File: src/rtl/pinmux_pkg.sv
package pinmux_pkg;
  // Per-pad control word; ie lands on bit 0, pu on bit 1, pd on bit 2
  typedef struct packed {
    logic pd;
    logic pu;
    logic ie;
  } pad_ctl_t;

  localparam int PAD_STRIDE   = 8;
  localparam int CTL_OFFSET   = 4;
  localparam int PORT_STRIDE  = 64;
  localparam int SINK_STRIDE  = 4;
  localparam int MAX_PORT_BITS = PORT_STRIDE / SINK_STRIDE;
endpackage

File: src/rtl/pinmux_regs.sv
module pinmux_regs
  import pinmux_pkg::*;
#(
  parameter int NUM_PADS    = 8,
  parameter int GPIO_PORTS  = 2,
  parameter int GPIO_WIDTH  = 16,
  parameter int NUM_PIN     = 4,
  parameter int SEL_W       = 6,
  parameter int ADDR_W      = 12,
  parameter int GSINK_BASE  = 'h100,
  parameter int PSINK_BASE  = 'h200
) (
  input  logic                                clk,
  input  logic                                rst,
  input  logic [ADDR_W-1:0]                   bus_addr,
  input  logic                                bus_we,
  input  logic [31:0]                         bus_wdata,
  output logic [31:0]                         bus_rdata,
  output logic [NUM_PADS-1:0][SEL_W-1:0]      pad_sel_o,
  output pad_ctl_t [NUM_PADS-1:0]             pad_ctl_o,
  output logic [GPIO_PORTS*GPIO_WIDTH-1:0][SEL_W-1:0] gsink_sel_o,
  output logic [NUM_PIN-1:0][SEL_W-1:0]       psink_sel_o
);
  localparam int NUM_GPIO = GPIO_PORTS * GPIO_WIDTH;

  logic [NUM_PADS-1:0][SEL_W-1:0] pad_sel_q;
  pad_ctl_t [NUM_PADS-1:0]        pad_ctl_q;
  logic [NUM_GPIO-1:0][SEL_W-1:0] gsink_sel_q;
  logic [NUM_PIN-1:0][SEL_W-1:0]  psink_sel_q;
  logic [31:0]                    rd_next;
  logic                           unused_wdata;

  assign unused_wdata = ^bus_wdata[31:SEL_W];

  always_ff @(posedge clk) begin
    if (rst) begin
      pad_sel_q   <= '0;
      pad_ctl_q   <= '0;
      gsink_sel_q <= '0;
      psink_sel_q <= '0;
    end else if (bus_we) begin
      for (int p = 0; p < NUM_PADS; p++) begin
        if (bus_addr == ADDR_W'(PAD_STRIDE * p))
          pad_sel_q[p] <= bus_wdata[SEL_W-1:0];
        if (bus_addr == ADDR_W'(PAD_STRIDE * p + CTL_OFFSET))
          pad_ctl_q[p] <= pad_ctl_t'(bus_wdata[2:0]);
      end
      for (int n = 0; n < GPIO_PORTS; n++)
        for (int b = 0; b < GPIO_WIDTH; b++)
          if (bus_addr == ADDR_W'(GSINK_BASE + PORT_STRIDE * n + SINK_STRIDE * b))
            gsink_sel_q[n*GPIO_WIDTH+b] <= bus_wdata[SEL_W-1:0];
      for (int k = 0; k < NUM_PIN; k++)
        if (bus_addr == ADDR_W'(PSINK_BASE + SINK_STRIDE * k))
          psink_sel_q[k] <= bus_wdata[SEL_W-1:0];
    end
  end

  always_comb begin
    rd_next = '0;
    for (int p = 0; p < NUM_PADS; p++) begin
      if (bus_addr == ADDR_W'(PAD_STRIDE * p))
        rd_next = 32'(pad_sel_q[p]);
      if (bus_addr == ADDR_W'(PAD_STRIDE * p + CTL_OFFSET))
        rd_next = 32'(pad_ctl_q[p]);
    end
    for (int n = 0; n < GPIO_PORTS; n++)
      for (int b = 0; b < GPIO_WIDTH; b++)
        if (bus_addr == ADDR_W'(GSINK_BASE + PORT_STRIDE * n + SINK_STRIDE * b))
          rd_next = 32'(gsink_sel_q[n*GPIO_WIDTH+b]);
    for (int k = 0; k < NUM_PIN; k++)
      if (bus_addr == ADDR_W'(PSINK_BASE + SINK_STRIDE * k))
        rd_next = 32'(psink_sel_q[k]);
  end

  always_ff @(posedge clk) begin
    if (rst) bus_rdata <= '0;
    else     bus_rdata <= rd_next;
  end

  assign pad_sel_o   = pad_sel_q;
  assign pad_ctl_o   = pad_ctl_q;
  assign gsink_sel_o = gsink_sel_q;
  assign psink_sel_o = psink_sel_q;

  AST_SEL_WRITE: assert property (@(posedge clk) disable iff (rst)
    (bus_we && bus_addr == '0) |=> (pad_sel_o[0] == $past(bus_wdata[SEL_W-1:0])));
  AST_GSINK_WRITE: assert property (@(posedge clk) disable iff (rst)
    (bus_we && bus_addr == ADDR_W'(GSINK_BASE)) |=> (gsink_sel_o[0] == $past(bus_wdata[SEL_W-1:0])));
endmodule

File: src/rtl/pinmux_pad_route.sv
module pinmux_pad_route #(
  parameter int NUM_PADS = 8,
  parameter int NUM_GPIO = 32,
  parameter int NUM_POUT = 4,
  parameter int SEL_W    = 6
) (
  input  logic                           clk,
  input  logic                           rst,
  input  logic [NUM_PADS-1:0][SEL_W-1:0] sel_i,
  input  logic [NUM_GPIO-1:0]            gpio_out_i,
  input  logic [NUM_GPIO-1:0]            gpio_oe_i,
  input  logic [NUM_POUT-1:0]            periph_out_i,
  output logic [NUM_PADS-1:0]            pad_out_o,
  output logic [NUM_PADS-1:0]            pad_oe_o
);
  localparam int GPIO_CODE0   = NUM_PADS + 1;
  localparam int PERIPH_CODE0 = NUM_PADS + 1 + NUM_GPIO;

  for (genvar p = 0; p < NUM_PADS; p++) begin : g_pad
    logic drv, en;

    always_comb begin
      drv = 1'b0;
      en  = 1'b0;
      for (int j = 0; j < NUM_GPIO; j++)
        if (sel_i[p] == SEL_W'(GPIO_CODE0 + j)) begin
          drv = gpio_out_i[j];
          en  = gpio_oe_i[j];
        end
      for (int k = 0; k < NUM_POUT; k++)
        if (sel_i[p] == SEL_W'(PERIPH_CODE0 + k)) begin
          drv = periph_out_i[k];
          en  = 1'b1;
        end
    end

    always_ff @(posedge clk) begin
      if (rst) begin
        pad_out_o[p] <= 1'b0;
        pad_oe_o[p]  <= 1'b0;
      end else begin
        pad_out_o[p] <= drv;
        pad_oe_o[p]  <= en;
      end
    end

    AST_PAD_IDLE: assert property (@(posedge clk) disable iff (rst)
      (sel_i[p] == '0) |=> (!pad_oe_o[p] && !pad_out_o[p]));

    for (genvar k = 0; k < NUM_POUT; k++) begin : g_pchk
      AST_PERIPH_OE: assert property (@(posedge clk) disable iff (rst)
        (sel_i[p] == SEL_W'(PERIPH_CODE0 + k)) |=>
          (pad_oe_o[p] && pad_out_o[p] == $past(periph_out_i[k])));
    end

    for (genvar j = 0; j < NUM_GPIO; j++) begin : g_gchk
      AST_GPIO_FOLLOW: assert property (@(posedge clk) disable iff (rst)
        (sel_i[p] == SEL_W'(GPIO_CODE0 + j)) |=>
          (pad_oe_o[p] == $past(gpio_oe_i[j]) && pad_out_o[p] == $past(gpio_out_i[j])));
    end
  end
endmodule

File: src/rtl/pinmux_sink_route.sv
module pinmux_sink_route #(
  parameter int NUM_SINKS = 32,
  parameter int NUM_PADS  = 8,
  parameter int SEL_W     = 6
) (
  input  logic                            clk,
  input  logic                            rst,
  input  logic [NUM_SINKS-1:0][SEL_W-1:0] sel_i,
  input  logic [NUM_PADS-1:0]             pad_in_i,
  input  logic [NUM_PADS-1:0]             pad_ie_i,
  output logic [NUM_SINKS-1:0]            sink_o
);
  for (genvar s = 0; s < NUM_SINKS; s++) begin : g_sink
    logic val;

    always_comb begin
      val = 1'b0;
      for (int p = 0; p < NUM_PADS; p++)
        if (sel_i[s] == SEL_W'(p + 1))
          val = pad_in_i[p] & pad_ie_i[p];
    end

    always_ff @(posedge clk) begin
      if (rst) sink_o[s] <= 1'b0;
      else     sink_o[s] <= val;
    end

    AST_SINK_UNSEL: assert property (@(posedge clk) disable iff (rst)
      (sel_i[s] == '0) |=> !sink_o[s]);

    for (genvar p = 0; p < NUM_PADS; p++) begin : g_ichk
      AST_IE_GATE: assert property (@(posedge clk) disable iff (rst)
        (sel_i[s] == SEL_W'(p + 1) && !pad_ie_i[p]) |=> !sink_o[s]);
    end
  end
endmodule

File: src/rtl/pinmux_xbar.sv
module pinmux_xbar
  import pinmux_pkg::*;
#(
  parameter int NUM_PADS       = 8,
  parameter int GPIO_PORTS     = 2,
  parameter int GPIO_WIDTH     = 16,
  parameter int NUM_PERIPH_OUT = 4,
  parameter int NUM_PERIPH_IN  = 4,
  parameter int ADDR_W         = 12,
  parameter int GSINK_BASE     = 'h100,
  parameter int PSINK_BASE     = 'h200,
  localparam int NUM_GPIO      = GPIO_PORTS * GPIO_WIDTH,
  localparam int NUM_CODES     = 1 + NUM_PADS + NUM_GPIO + NUM_PERIPH_OUT,
  localparam int SEL_W         = $clog2(NUM_CODES)
) (
  input  logic                      clk,
  input  logic                      rst,
  input  logic [ADDR_W-1:0]         bus_addr,
  input  logic                      bus_we,
  input  logic [31:0]               bus_wdata,
  output logic [31:0]               bus_rdata,
  input  logic [NUM_GPIO-1:0]       gpio_out,
  input  logic [NUM_GPIO-1:0]       gpio_oe,
  output logic [NUM_GPIO-1:0]       gpio_in,
  input  logic [NUM_PERIPH_OUT-1:0] periph_out,
  output logic [NUM_PERIPH_IN-1:0]  periph_in,
  output logic [NUM_PADS-1:0]       pad_out,
  output logic [NUM_PADS-1:0]       pad_oe,
  output logic [NUM_PADS-1:0]       pad_pu,
  output logic [NUM_PADS-1:0]       pad_pd,
  input  logic [NUM_PADS-1:0]       pad_in
);
  logic [NUM_PADS-1:0][SEL_W-1:0]      pad_sel;
  pad_ctl_t [NUM_PADS-1:0]             pad_ctl;
  logic [NUM_GPIO-1:0][SEL_W-1:0]      gsink_sel;
  logic [NUM_PERIPH_IN-1:0][SEL_W-1:0] psink_sel;
  logic [NUM_PADS-1:0]                 pad_ie;

  for (genvar p = 0; p < NUM_PADS; p++) begin : g_ctl
    assign pad_ie[p] = pad_ctl[p].ie;
    assign pad_pu[p] = pad_ctl[p].pu;
    assign pad_pd[p] = pad_ctl[p].pd;
  end

  pinmux_regs #(
    .NUM_PADS(NUM_PADS), .GPIO_PORTS(GPIO_PORTS), .GPIO_WIDTH(GPIO_WIDTH),
    .NUM_PIN(NUM_PERIPH_IN), .SEL_W(SEL_W), .ADDR_W(ADDR_W),
    .GSINK_BASE(GSINK_BASE), .PSINK_BASE(PSINK_BASE)
  ) u_regs (
    .clk(clk), .rst(rst), .bus_addr(bus_addr), .bus_we(bus_we),
    .bus_wdata(bus_wdata), .bus_rdata(bus_rdata),
    .pad_sel_o(pad_sel), .pad_ctl_o(pad_ctl),
    .gsink_sel_o(gsink_sel), .psink_sel_o(psink_sel)
  );

  pinmux_pad_route #(
    .NUM_PADS(NUM_PADS), .NUM_GPIO(NUM_GPIO), .NUM_POUT(NUM_PERIPH_OUT), .SEL_W(SEL_W)
  ) u_pads (
    .clk(clk), .rst(rst), .sel_i(pad_sel), .gpio_out_i(gpio_out),
    .gpio_oe_i(gpio_oe), .periph_out_i(periph_out),
    .pad_out_o(pad_out), .pad_oe_o(pad_oe)
  );

  pinmux_sink_route #(
    .NUM_SINKS(NUM_GPIO), .NUM_PADS(NUM_PADS), .SEL_W(SEL_W)
  ) u_gsink (
    .clk(clk), .rst(rst), .sel_i(gsink_sel), .pad_in_i(pad_in),
    .pad_ie_i(pad_ie), .sink_o(gpio_in)
  );

  pinmux_sink_route #(
    .NUM_SINKS(NUM_PERIPH_IN), .NUM_PADS(NUM_PADS), .SEL_W(SEL_W)
  ) u_psink (
    .clk(clk), .rst(rst), .sel_i(psink_sel), .pad_in_i(pad_in),
    .pad_ie_i(pad_ie), .sink_o(periph_in)
  );

  AST_PULL_FOLLOW: assert property (@(posedge clk) disable iff (rst)
    (bus_we && bus_addr == ADDR_W'(CTL_OFFSET)) |=>
      (pad_pu[0] == $past(bus_wdata[1]) && pad_pd[0] == $past(bus_wdata[2])));
endmodule

File: config.mk
export PLATFORM = sky130hd
export DESIGN_NAME = pinmux_xbar
export DESIGN_NICKNAME = d
export VERILOG_FILES = /design/src/rtl/pinmux_pkg.sv /design/src/rtl/pinmux_regs.sv /design/src/rtl/pinmux_pad_route.sv /design/src/rtl/pinmux_sink_route.sv /design/src/rtl/pinmux_xbar.sv
export SDC_FILE = /design/constraint.sdc
export NUM_CORES = 1
export LEC_CHECK = 0
export BUFFER_PORTS_ARGS = -buffer_cell sky130_fd_sc_hd__buf_4
export CAP_MARGIN = 20
export CELL_PAD_IN_SITES_DETAIL_PLACEMENT = 2
export CELL_PAD_IN_SITES_GLOBAL_PLACEMENT = 2
export CORE_MARGIN = 2
export CORE_UTILIZATION = 37
export DETAILED_ROUTE_END_ITERATION = 7
export PLACE_DENSITY_LB_ADDON = 0.2
export SETUP_SLACK_MARGIN = 0.15
export SYNTH_ARGS = -nofsm -noshare
export SYNTH_HDL_FRONTEND = slang
export SYNTH_SLANG_ARGS = --single-unit
File: constraint.sdc
create_clock -name clk -period 5.4 [get_ports clk]
set_clock_uncertainty 0.2 [all_clocks]
set_input_delay 0.27 -clock clk [delete_from_list [all_inputs] [get_ports clk]]
set_output_delay 0.27 -clock clk [all_outputs]
set_load 0.01 [all_outputs]
==> impl_metrics.tcl, run 1 <==
set metrics [dict create \
    cts_tree "done" \
    routabilityCongestion 1.01 \
    async_flop_share_pct 0 \
    critical_path_class "in2reg" \
    yosys.area.top_type "dfxtp_1" \
    dr.first_iter.drc_count 3074 \
    slew_violations 0 \
    status "finished clean" \
    synth_edf_count 0 \
    ys_ff_latch 346 \
    critPathCaptureType "register" \
    reg2reg_depth 9 \
    clkTransAtPathRegs_ns 0.08 \
    drive_above_1_share_pct 11.2 \
    hold_viol 0 \
    synth_compound_area_share_pct 28.7 \
    cts_resized 0 \
    grt_max_degree 155 \
    area_growth_pct 10.9 \
    die_y_um 269 \
    endpoint "u_regs.bus_rdata[0]$_SDFF_PP0_" \
    worst_slew_pin_slew_ns 1.17 \
    ant_nets 0 \
    busiest_layer "met2" \
    fin_nets 3753 \
    netlist_area_um2 26000 \
    synthSimpleGateAreaFrac_pct 28.7 \
    rsz0062_at_grt "no" \
    multi_input_area_um2 17300 \
    dieWidth_um 269 \
    slew_headroom_pct 22.0 \
    p_leak_nw 9.35 \
    synth_warnings 0 \
    muxShareOfSynthArea_pct 8.60 \
    nFillCells 8215 \
    seq_area_frac_synth_pct 26.7 \
    cts_buffers 43 \
    synthXorXnorAreaFrac_pct 0 \
    clock_path_buffers 3 \
    drt_first_pass_iters 6 \
    slowest_delay_ns 0.80 \
    setup_slack_ns 1.74 \
    cp-start-kind "input port" \
    min_period_over_period_pct 67.8 \
    maxCapViolCount 0 \
    wl_per_cell_um 33.0 \
    fmax_mhz 273 \
    viasPerCell 6.93 \
    peakVddDrop_v 0.000208 \
    root_buffer "clkbuf_16" \
    start_util_pct 37.2 \
    grt_use_total_pct 41.0 \
    startpoint "bus_addr[2]" \
    drc 0 \
    dp_slack_ns 1.25 \
    post_cts_buffers 0 \
    grt_pass1_wl_mm 222 \
    synth_ff_type "dfxtp_1" \
    required_ns 5.73 \
    hpwl_mm 103 \
    numPortBuffers 170 \
    synth_top_family_by_area "compound AO/OA/AOI/OAI gates" \
    cts_hold_buf 4 \
    crit_path_cell_trace "buf_4 -> nor4b_4 -> nand2_1 -> nor2_1 -> a22oi_1 -> a221oi_1 -> o31ai_1 -> a21oi_1 -> o31a_1" \
    overflow 0 \
    synth.avg_cell_area_um2 6.98 \
    setup_violations 0 \
    placementRows 97 \
    grt_use_met2_pct 66.7 \
    synth_top_area_share_pct 26.7 \
    hold_path.class "in2reg" \
    min_period_ns 3.66 \
    clock-sinks 346 \
    final_cell_mix "555 x nand2_1, 436 x a21oi_1, 345 x dfxtp_1" \
    grt_pass1_vias 33000 \
    insertion_delay_ns 0.61 \
    grt_use_met3_pct 8.97 \
    synth_cells 3723 \
    path_max_fanout 39 \
    r2r-end "u_pads.pad_out_o[3]$_SDFF_PP0_" \
    power.density_nw_per_um2 214 \
    reg2reg_slack_ns 1.89 \
    grt_use_met1_pct 46.7 \
    r2r-start "u_regs.pad_sel_o[20]$_SDFFE_PP0P_" \
    dieArea_um2 72400 \
    setup_tns_ns 0 \
    synth_cell_types 93 \
    antenna_found_initial 7 \
    core_um2 69800 \
    final_common_cell "nand2_1" \
    cts_htree_levels 2 \
    synth_area_leaders "dfxtp_1 27%, a21oi_1 8.4%, nand2_1 8.0%, nand3_1 5.9%, nor2_1 4.6%" \
    drt_wl_total_mm 152 \
    crit_slowest_cell "nor4b_4" \
    vias 32000 \
    synth_fa_ha_area_share_pct 0 \
    critPathArrivalTime_ns 4.00 \
    seq_area_um2 6930 \
    num_io_pins 223 \
]
## sequential cells by signal (all words and copies together) (netlist names)
register            cells
u_regs.gsink_sel_o    192
u_regs.pad_sel_o       48
u_gsink.sink_o         32
u_regs.pad_ctl_o       24
u_regs.psink_sel_o     24
u_pads.pad_oe_o         8
u_pads.pad_out_o        8
u_regs.bus_rdata        6
u_psink.sink_o          4
## worst min path at each step
stage | start | end | slack [ns] | cells past startpoint
after CTS | periph_out[3] | u_pads.pad_out_o[6]$_SDFF_PP0_ | 0.02 | 5
final | periph_out[3] | u_pads.pad_out_o[6]$_SDFF_PP0_ | 0.06 | 5
after global routing | periph_out[3] | u_pads.pad_out_o[6]$_SDFF_PP0_ | 0.07 | 5
after detailed placement | u_regs.gsink_sel_o[154]$_SDFFE_PP0P_ | u_gsink.sink_o[25]$_SDFF_PP0_ | 0.26 | 1
after global placement | u_regs.gsink_sel_o[154]$_SDFFE_PP0P_ | u_gsink.sink_o[25]$_SDFF_PP0_ | 0.25 | 1
after floorplan | u_regs.gsink_sel_o[155]$_SDFFE_PP0P_ | u_gsink.sink_o[25]$_SDFF_PP0_ | 0.21 | 1
## report_power, final
part           internal (W)  switching [W]
logic              0.000124       0.000464
registers           0.00255    0.000000635
clock network       0.00174        0.00127
## Yosys cell counts, drive strengths merged (28+ instances only)
cell type and number:
inv 43, o21ai 225, nor3 85, mux4 39, mux2 28, nor2b 43, a211oi 56, a22oi 32
a31oi 56, nand2 557, buf 118, nor4 60, mux2i 104, dfxtp 346, a21oi 436, o22ai 70
clkbuf 283, nand3 308, nor2 320, o211ai 41, nand2b 44, a221oi 29
## worst max-delay path, delay by kind of cell
family	cells	cell delay, ns
compound gates	5	1.23
buf+inv	1	0.45
simple gates	3	2.03
## metal layers
metal | vias to the layer above | share of wire (%)
met1 | 16000 | 37
met4 | 14 | 9.2
met3 | 703 | 8.4
li1 | 13500 | -
met2 | 1699 | 46
met5 | - | 0.062
## final cells by class
type | instances | area share (%)
multi-input cells | 2955 | 59.9
flip-flops and latches | 346 | 24.0
repair buffers | 238 | 6.36
clock buffers | 60 | 4.27
well taps | 940 | 4.08
clock inverters | 17 | 0.699
inverters | 46 | 0.599
diodes | 6 | 0.0521
## kinds of logic after synthesis
family                 Yosys count
other                            1
multiplexers                   171
AND/OR/NAND/NOR               1569
flip-flops                     346
buffers and inverters          447
AO/OA/AOI/OAI                 1189
## through the flow
stage / instances / utilization, % / instance area [µm²] / hold slack [ns] / power (W)
4_1_cts: 4602 / 41.3 / 28800 / 0.0224 / 0.00616
2_1_floorplan: 3748 / - / 26100 / 0.215 / 0.00287
5_1_grt: 4602 / 41.3 / 28800 / 0.0697 / 0.00629
3_5_place_dp: 4521 / 39.2 / 27300 / 0.258 / 0.00316
6_report: 4608 / 41.3 / 28800 / 0.0604 / 0.00616
3_3_place_gp: 4521 / 39.2 / 27300 / 0.250 / 0.00315
No activity file was read; power rests on OpenSTA's default activity.
==> inputs of run 2 (changes only) <==
--- a/config.mk
+++ b/config.mk
@@ -5,12 +5,13 @@
 export SDC_FILE = /design/constraint.sdc
 export NUM_CORES = 1
 export LEC_CHECK = 0
+export ABC_AREA = 1
 export BUFFER_PORTS_ARGS = -buffer_cell sky130_fd_sc_hd__buf_4
 export CAP_MARGIN = 20
 export CELL_PAD_IN_SITES_DETAIL_PLACEMENT = 2
 export CELL_PAD_IN_SITES_GLOBAL_PLACEMENT = 2
 export CORE_MARGIN = 2
-export CORE_UTILIZATION = 37
+export CORE_UTILIZATION = 32
 export DETAILED_ROUTE_END_ITERATION = 7
 export PLACE_DENSITY_LB_ADDON = 0.2
 export SETUP_SLACK_MARGIN = 0.15
==> constraint.sdc (replaced) <==
create_clock -name clk -period 3.55 [get_ports clk]
set_clock_uncertainty 0.2 [all_clocks]
set_input_delay 0.1775 -clock clk [delete_from_list [all_inputs] [get_ports clk]]
set_output_delay 0.1775 -clock clk [all_outputs]
set_load 0.01 [all_outputs]
==> impl_metrics.tcl, run 2 <==
set metrics [dict create \
    area_growth_pct 38.6 \
    die_y_um 275 \
    clkTransAtPathRegs_ns 0.08 \
    timing.hold.ws_ns -0.000457 \
    final_common_cell "buf_4" \
    synth_top_area_share_pct 29.6 \
    largest_reg_flops 192 \
    maxCapViolCount 0 \
    seq_area_frac_synth_pct 29.6 \
    reg2reg_slack_ns -1.26 \
    reg2reg_depth 30 \
    synth_edf_count 0 \
    hold_viol 1 \
    synth.most_common_cell "nand2_1" \
    cp_num_cells 30 \
    post-route-util_pct 44.7 \
    wl_per_cell_um 36.9 \
    crit_slowest_cell "dfxtp_1" \
    slew_headroom_pct 26.2 \
    synth_cells 3884 \
    critPathCaptureType "register" \
    routabilityCongestion 1.12 \
    yosys.area.top_type "dfxtp_1" \
    antenna_found_initial 18 \
    insertion_delay_ns 0.64 \
    netlist_area_um2 23400 \
    dieWidth_um 275 \
    crit_top_cell "nand4_1" \
    synth_cell_types 57 \
    final_cell_mix "674 x buf_4, 613 x nand2_1, 469 x nor2_1" \
    cts_tree "done" \
    netlist_top_cells_count "660 x nand2_1, 529 x nor2_1, 481 x inv_1" \
    worst_slew_pin_slew_ns 1.11 \
    synth.avg_cell_area_um2 6.03 \
    vias 37200 \
    placed_cells 5288 \
    viasPerCell 6.78 \
    path_max_fanout 2 \
    peakVddDrop_v 0.000360 \
    holdPathStages 5 \
    start_util_pct 32.2 \
    min_period_ns 4.81 \
    dieArea_um2 75400 \
    critical_path_class "reg2reg" \
    finalPower_w 0.00950 \
    hold_path.class "in2reg" \
    drt_first_pass_iters 7 \
    grt_max_degree 110 \
    hpwl_mm 117 \
    async_flop_share_pct 0 \
    dr.first_iter.drc_count 4823 \
    fin_nets 4605 \
    num_io_pins 223 \
    power.density_nw_per_um2 292 \
    drc 0 \
    cts_htree_levels 2 \
    grt_pass1_wl_mm 260 \
    slew_violations 0 \
    synth_area_leaders "dfxtp_1 30%, nand2_1 11%, o21ai_0 9.1%, a21oi_1 8.8%, nor2_1 8.5%" \
    worst_path_dominant_cell_family "simple AND/OR/NAND/NOR gates" \
    ant_nets 0 \
    cp-start-kind "register" \
    rsz0062_at_grt "yes" \
    required_ns 3.86 \
    critPathArrivalTime_ns 5.12 \
    slowest_delay_ns 0.34 \
    synth_ff_type "dfxtp_1" \
    root_buffer "clkbuf_16" \
    placementRows 99 \
    clock_path_buffers 3 \
    grt_pass1_vias 37100 \
    cts_buffers 43 \
    overflow 0 \
    dp_slack_ns -0.805 \
    synth_warnings 0 \
    drive_above_1_share_pct 25.6 \
    core_um2 72700 \
    setup_slack_ns -1.26 \
    violations "hold timing, setup timing" \
    grt_use_total_pct 46.7 \
    p_leak_nw 12.6 \
    ys_ff_latch 346 \
    status "complete, but fails checks" \
    clock-sinks 346 \
    critPathBufInv 1 \
    drt_wl_total_mm 203 \
    numPortBuffers 170 \
    fmax_mhz 208 \
    setup_violations 21 \
    fin_cells 5491 \
    min_period_over_period_pct 136 \
]
==> run 2: changes by cell type in the layout (fill, tap and decap cells not counted), sizes merged, moves of 86 or more <==
cell   previous run  this run
buf             234       716
inv              45       496
mux2i           104         1
nand2           557       667
nand3           308       222
nand4            19       126
nor2            320       541
o21ai           225       433
==> run 2: power breakdown <==
part | internal [W] | switching, W | leakage (nW)
sequential | 0.00387 | 0.00000110 | 2.81
combinational | 0.000189 | 0.000730 | 9.11
clock | 0.00253 | 0.00218 | 0.672
==> run 2: area by class of cell <==
class / count / area (µm²)
clock buffers: 66 / 1210
diodes: 16 / 40.0
multi-input cells: 2848 / 15100
repair buffers: 738 / 5830
well taps: 959 / 1200
flip-flops and latches: 346 / 7030
inverters: 505 / 1960
clock inverters: 13 / 165
fillers: 8621 / 40200
==> run 2: cells by family after synthesis <==
logic type	synth area share [%]
muxes	0.0427
DFF	29.6
and+or+nand+nor	32.7
AOI/OAI and AO/OA	25.4
buffers and inverters	12.2
other	0.0160
==> run 2: final timing paths <==
path | from | end
worst max-delay path | u_regs.pad_sel_o[8]$_SDFFE_PP0P_ | u_regs.bus_rdata[2]$_SDFF_PP0_
worst min-delay path | gpio_oe[28] | u_pads.pad_oe_o[7]$_SDFF_PP0_
worst min register to register | u_regs.gsink_sel_o[94]$_SDFFE_PP0P_ | u_gsink.sink_o[15]$_SDFF_PP0_
worst max register to register | u_regs.pad_sel_o[8]$_SDFFE_PP0P_ | u_regs.bus_rdata[2]$_SDFF_PP0_
==> run 2: through the flow <==
stage / cell area, µm² / hold slack, ns / setup TNS, ns
4_1_cts: 31400 / 0.00565 / -3.63
2_1_floorplan: 23500 / 0.143 / 0
5_1_grt: 32400 / 0.000895 / -13.98
6_report: 32500 / -0.000457 / -10.44
3_3_place_gp: 28600 / 0.208 / -6.35
3_5_place_dp: 28600 / 0.217 / -8.14
==> run 2: timing repair <==
| action | in CTS | in global routing |
|---|---|---|
| buffers inserted | 63 | 22 |
| hold buffers | 21 | 0 |
| gates resized for setup | 293 | 207 |
| pin swaps | 119 | 140 |
| endpoints found under the hold margin | 96 | 0 |
| gates cloned | 0 | 0 |
| endpoints found under the setup margin | 22 | 28 |
==> run 2: layer usage <==
layer | vias to the layer above | wire length [µm] | share of wire [%] | track usage [%]
met2 | 3250 | 87000 | 43 | 74.6
met4 | 14 | 23800 | 12 | 40.4
met3 | 1565 | 23800 | 12 | 12.3
met1 | 18000 | 68100 | 34 | 51.6
li1 | 14400 | - | - | -
met5 | - | 113 | 0.056 | 0
==> run 2: worst min-delay path: stages <==
cell and delay (ns):
buf_4 0.22, nand2_1 0.08, nand4_1 0.13, a31oi_2 0.07
a21oi_1 0.12
